==> config.mk <==
export PLATFORM = sky130hd
export DESIGN_NAME = stop_wake_ctrl
export DESIGN_NICKNAME = d
export VERILOG_FILES = /design/src/rtl/stop_wake_ctrl.sv
export SDC_FILE = /design/constraint.sdc
export NUM_CORES = 1
export LEC_CHECK = 0
export BUFFER_PORTS_ARGS = -buffer_cell sky130_fd_sc_hd__buf_4
export CAP_MARGIN = 20
export CORE_MARGIN = 2
export CORE_UTILIZATION = 35
export DETAILED_ROUTE_END_ITERATION = 16
export PLACE_DENSITY = 0.67
export SETUP_SLACK_MARGIN = 0.5
export SLEW_MARGIN = 20
export SYNTH_ARGS = -nofsm -noshare
export SYNTH_HDL_FRONTEND = slang
export SYNTH_SLANG_ARGS = --single-unit
==> constraint.sdc <==
create_clock -name clk -period 4.1 [get_ports clk]
set_input_delay 0.205 -clock clk [delete_from_list [all_inputs] [get_ports clk]]
set_output_delay 0.205 -clock clk [all_outputs]
set_load 0.01 [all_outputs]
==> src/rtl/stop_wake_ctrl.sv <==
module stop_wake_ctrl #(
  parameter int N_LINES  = 8,
  parameter int BASE_DLY = 4,
  parameter int LP_EXTRA = 6
) (
  input  logic               clk,
  input  logic               rst_n,
  input  logic               sleep_req,
  input  logic               sleep_is_event,
  input  logic               deep_sleep,
  input  logic               sev_on_pend,
  input  logic               lp_reg_sel,
  input  logic [N_LINES-1:0] line_irq_mode,
  input  logic [N_LINES-1:0] line_evt_mode,
  input  logic [N_LINES-1:0] line_irq_en,
  input  logic [N_LINES-1:0] line_pend,
  input  logic               wake_evt,
  output logic               core_clk_en,
  output logic               pll_en,
  output logic               osc_int_en,
  output logic               osc_ext_en,
  output logic               reg_lowpwr,
  output logic               wake_pulse
);
  localparam int MAX_DLY = BASE_DLY + LP_EXTRA;
  localparam int CW = $clog2(MAX_DLY + 1);

  typedef enum logic [1:0] {S_RUN, S_STOP, S_WAKE} st_t;

  st_t           st;
  logic [CW-1:0] cnt;
  logic          hold_evt, hold_sev, hold_lp;

  logic any_irq, any_evt, any_pend_irq;
  logic hit_now, hit_held;

  assign any_irq      = |(line_pend & line_irq_mode & line_irq_en);
  assign any_evt      = |(line_pend & line_evt_mode);
  assign any_pend_irq = |(line_pend & line_irq_mode);

  assign hit_now  = sleep_is_event ? (sev_on_pend ? (any_pend_irq | wake_evt) : any_evt) : any_irq;
  assign hit_held = hold_evt ? (hold_sev ? (any_pend_irq | wake_evt) : any_evt) : any_irq;

  always_ff @(posedge clk or negedge rst_n) begin
    if (!rst_n) begin
      st         <= S_RUN;
      cnt        <= '0;
      hold_evt   <= 1'b0;
      hold_sev   <= 1'b0;
      hold_lp    <= 1'b0;
      wake_pulse <= 1'b0;
    end else begin
      wake_pulse <= 1'b0;
      case (st)
        S_RUN:
          if (sleep_req && deep_sleep && !hit_now) begin
            st       <= S_STOP;
            hold_evt <= sleep_is_event;
            hold_sev <= sev_on_pend;
            hold_lp  <= lp_reg_sel;
          end
        S_STOP:
          if (hit_held) begin
            st  <= S_WAKE;
            cnt <= hold_lp ? CW'(MAX_DLY - 1) : CW'(BASE_DLY - 1);
          end
        S_WAKE:
          if (cnt == '0) begin
            st         <= S_RUN;
            wake_pulse <= 1'b1;
          end else begin
            cnt <= cnt - 1'b1;
          end
        default: st <= S_RUN;
      endcase
    end
  end

  assign core_clk_en = (st == S_RUN);
  assign pll_en      = (st != S_STOP);
  assign osc_int_en  = (st != S_STOP);
  assign osc_ext_en  = (st != S_STOP);
  assign reg_lowpwr  = (st == S_STOP) && hold_lp;
endmodule

## Word level (Yosys, flattened, before mapping)

Cells that the tools add are included.

- Memories kept: 0
- Bits in registers: 10
- Output and inout port bits: 6
- Bits in writable memories: 0
- Latch bits: 0
- Logic and storage cells: 45
- Input bits: 40
- ROM bits: 0

- Equal/unequal tests: 7
- Reductions and logical operators: 13
- Order comparisons: 0
- $mul: 0
- Bitwise gates (word level): 4
- Div/mod/pow operators: 0
- Add/subtract/negate cells: 1
- Muxes and demuxes: 14
- Shift operators: 0

Operator list:

| kind | count |
|---|---|
| AND 8 bit | 3 |
| OR reduction 8 bit | 3 |
| 2-to-1 mux 4 bit | 3 |
| case mux 4 bit (2 select lines) | 1 |
| 2-to-1 mux 1 bit | 6 |
| 2-to-1 mux 2 bit | 3 |
| != test 2 bit, second input constant | 3 |
| case mux 2 bit (3 select lines) | 1 |
| AND reduction 3 bit | 2 |
| zero test 4 bit | 1 |
| != test 2 x 1 -> 1 bit, second input constant | 2 |
| subtractor 4 x 1 -> 4 bit, second input constant | 1 |
| logical AND 1 bit | 3 |
| == test 2 x 1 -> 1 bit, second input constant | 1 |
| == test 2 bit, second input constant | 1 |
| zero test 2 bit | 1 |
| AND reduction 2 bit | 1 |
| nonzero test 2 bit | 1 |
| zero test 1 bit | 1 |
| bitwise OR 1 bit | 1 |

## Depth between registers and ports, before layout

- Depth in word-level cells: 9
- Mapped depth: 6
- Gate-level depth less buffers: 6

## Worst setup path after synthesis

No wires, ideal clock.

- Kind: register to register
- Start: register cnt[0]
- End: register cnt[0]
- Clock period less this slack: 1.416 ns
- Path slack: 2.684 ns
- Arrival time: 1.290 ns
- Setup time: 0.125 ns
- Buffers on the path: 0
- Stages on the path, launching flop included: 7
- Path through: dfrtp_1 -> inv_1 -> ha_1 -> nand2b_1 -> o21ai_1 -> nand3_2 -> mux2_4

- Longest elaborated chain between the ends: 3

Ends and longest elaborated chain:

| element | line | RTL |
|---|---|---|
| start, declared | 31 | `logic [CW-1:0] cnt;` |
| start signal, assigned | 65 | `cnt <= hold_lp ? CW'(MAX_DLY - 1) : CW'(BASE_DLY - 1);` |
| start signal, assigned | 72 | `cnt <= cnt - 1'b1;` |
| subtractor 4 x 1 -> 4 bit / zero test 4 bit (equally long branches) | 72, 68 |  |
| 2-to-1 mux 4 bit / != test 2 bit (equally long branches) | -- |  |
| case mux 4 bit (2 select lines) / AND reduction 3 bit (equally long branches) | -- |  |

Parallel ways exist; a longest one is shown, timed or not. The select of a mux whose other input is x is not followed.
A chain may end at the register's enable or synchronous reset.

## Worst setup path after layout

Ends and elaborated chain as after synthesis.

==> results.sh <==
export IMPL_hp_start="lp_reg_sel"
export IMPL_ios=46
export IMPL_tightest_slew_ns=0.261
export IMPL_syn_avg_cell_area_sq_um=9.42
export IMPL_post_cts_resized=0
export IMPL_start_kind="flip-flop"
export IMPL_diodes=0
export IMPL_syn_num_nets=120
export IMPL_synth_edf_count=0
export IMPL_viasPerCell=5.24
export IMPL_antenna_found_initial=0
export IMPL_reg2reg_slack_ns=2.51
export IMPL_leakage_nw=0.555
export IMPL_dieArea_sq_um=2510
export IMPL_use_met1_pct=24.8
export IMPL_hp_class="input port to flip-flop"
export IMPL_cts_tree="built"
export IMPL_rows=16
export IMPL_arrival_ns=1.73
export IMPL_die_h_um=50.1
export IMPL_layout_commonest_cell="buf_4"
export IMPL_synth_area_sq_um=744
export IMPL_power_frac_seq_pct=37.0
export IMPL_firstDrtPassIters=4
export IMPL_port_buffers=45
export IMPL_r2r_cells=6
export IMPL_grt_pass1_vias=839
export IMPL_groute_layer_met3_usage_pct=5.45
export IMPL_ant_nets=0
export IMPL_ys_warn_count=0
export IMPL_fin_crit_ns=1.59
export IMPL_synthFlopType="dfrtp_1"
export IMPL_post_route_period_util_pct=38.7
export IMPL_first_iter_violations=13
export IMPL_cp_data_required_time_ns=4.24
export IMPL_layout_drive_gt1_share_pct=46.0
export IMPL_synth_seq_cells=10
export IMPL_grt_start_max_net_pins=11
export IMPL_finalSetupTns_ns=0
export IMPL_skew_ns=0.000404
export IMPL_synthArstFlopShare_pct=100
export IMPL_start_util_pct=37.6
export IMPL_relSlewSlack_pct=82.5
export IMPL_fmax_ghz=0.630
export IMPL_outcome="complete, no violations"
export IMPL_ys_top_cells_by_area="dfrtp_1, mux2_4, nand3_1"
export IMPL_cts_sinks=10
export IMPL_grt_ovfl_total=0
export IMPL_ir_drop_uv=315
export IMPL_hold_buffers=1
export IMPL_htree_levels=1
export IMPL_top_usage_layer="met2"
export IMPL_min_path_cells=2
export IMPL_dp_hpwl_um=1840
export IMPL_crit_fanout=5
export IMPL_path_class="flip-flop to flip-flop"
export IMPL_die_w_um=50.1
export IMPL_r2r_end="cnt[0]"
export IMPL_hold_slack_ns=0.181
export IMPL_drv_slew=0
export IMPL_clkPwrFrac_pct=12.6
export IMPL_final_setup_viol_count=0
export IMPL_area_growth_pct=52.3
export IMPL_met2_usage_pct=30.7
export IMPL_synthCells=79
export IMPL_cts_reportedPaths_clkPinSlew_ns=0.06
export IMPL_synth_largest_area_cell="dfrtp_1"
export IMPL_wirelength_um=2080
export IMPL_wl_per_cell_um=13.6
export IMPL_post_cts_buffers=0
export IMPL_yosysTopAreaCellShare_pct=33.6
export IMPL_swShare_pct=36.9
export IMPL_rsz0062_at_grt="no"
export IMPL_cts_buffer_depth=2
export IMPL_p_comb_share_pct=50.3
export IMPL_cts_made_buffers=3
export IMPL_yosysSeqAreaShare_pct=33.6
export IMPL_grt_util_all_layers_pct=18.6
export IMPL_grt_pass1_wl_um=3590
export IMPL_synth_cell_types=29
export IMPL_clk_latency_ns=0.26
export IMPL_gp_routability_congestion=0.768
export IMPL_drc=0
export IMPL_cts_root_buf="clkbuf_4"
export IMPL_end_kind="flip-flop"
export IMPL_vias=801
export IMPL_final_cell_mix="buf_4, nand3_1, dfrtp_1"
export IMPL_p_int_w=0.000310
export IMPL_final_nets=169
export IMPL_power_switching_w=0.000181
export IMPL_cap_violations=0
export IMPL_holdPathEnd="hold_lp"
export IMPL_rr_startpoint="cnt[0]"
export IMPL_hold_violations=0
export IMPL_core_area_sq_um=1980
export IMPL_p_per_area_nw_per_um2=434
[routing by layer]
| layer | up-vias | routed length, um | share of wire [%] |
|---|---|---|---|
| li1 | 404 | - | - |
| met1 | 365 | 911 | 44 |
| met2 | 32 | 1010 | 49 |
| met3 | 0 | 151 | 7.3 |
| met4 | 0 | 0 | 0 |
| met5 | - | 0 | 0 |
[cells in the mapped netlist, types with 2 or more instances]
library cell,count
o221ai_2,2
nand4_1,4
a31o_1,2
o21ai_1,3
nor2_1,7
a22oi_1,5
o21ai_0,2
nor3_1,2
buf_4,2
a22o_1,2
inv_1,4
nand2_1,4
mux2_4,4
nand2b_1,3
dfrtp_1,10
nand3_1,10
[cell type report]
type	count	area [sq um]
multi-input cells	63	464
well taps	27	33.8
flip-flops and latches	10	250
inverters	4	15.0
repair buffers	46	348
clock buffers	3	22.5
fillers	191	848
[critical path: stages, from the launching register on]
cell	delay [ns]
dfrtp_1	0.40
inv_1	0.11
ha_1	0.22
nand2b_1	0.11
o21ai_1	0.19
nand3_2	0.15
mux2_4	0.29
[power by group through the flow]
stage | clock (W) | combinational [W] | sequential, W
after floorplan | 0 | 0.000170 | 0.000172
after global placement | 0 | 0.000239 | 0.000182
after detailed placement | 0 | 0.000246 | 0.000183
after CTS | 0.0000648 | 0.000249 | 0.000181
after global routing | 0.0000707 | 0.000273 | 0.000190
final | 0.0000622 | 0.000247 | 0.000182
[flip-flops by register name (all words and copies together) (netlist names)]
register	cells
cnt	4
st	2
hold_evt	1
hold_lp	1
hold_sev	1
wake_pulse	1
[cells by family after synthesis]
family | count (synthesis) | synth area share, %
and+or+nand+nor | 36 | 26.4
AOI/OAI and AO/OA | 21 | 24.9
DFF | 10 | 33.6
buffers and inverters | 6 | 4.03
muxes | 5 | 9.41
adders and majority gates | 1 | 1.68
[worst max path at each step]
stage	start	end	slack [ns]	depth (start not counted)
after floorplan	cnt[0]	cnt[0]	2.68	6
after global placement	line_pend[6]	hold_lp	2.50	6
after detailed placement	line_pend[0]	hold_evt	2.49	6
after CTS	cnt[0]	cnt[0]	2.51	6
after global routing	cnt[0]	cnt[0]	2.41	6
final	cnt[0]	cnt[0]	2.51	6
[stage by stage]
stage / power [W] / setup slack (ns) / util (%) / cells / cell area, sq um
6_report: 0.000492 / 2.51 / 57.2 / 153 / 1130
5_1_grt: 0.000534 / 2.41 / 57.2 / 153 / 1130
4_1_cts: 0.000496 / 2.51 / 57.2 / 153 / 1130
3_5_place_dp: 0.000429 / 2.49 / 55.6 / 149 / 1100
3_3_place_gp: 0.000421 / 2.50 / 55.6 / 149 / 1100
2_1_floorplan: 0.000342 / 2.68 / - / 79 / 744
Note: power is estimated with default switching activity, not from simulation.
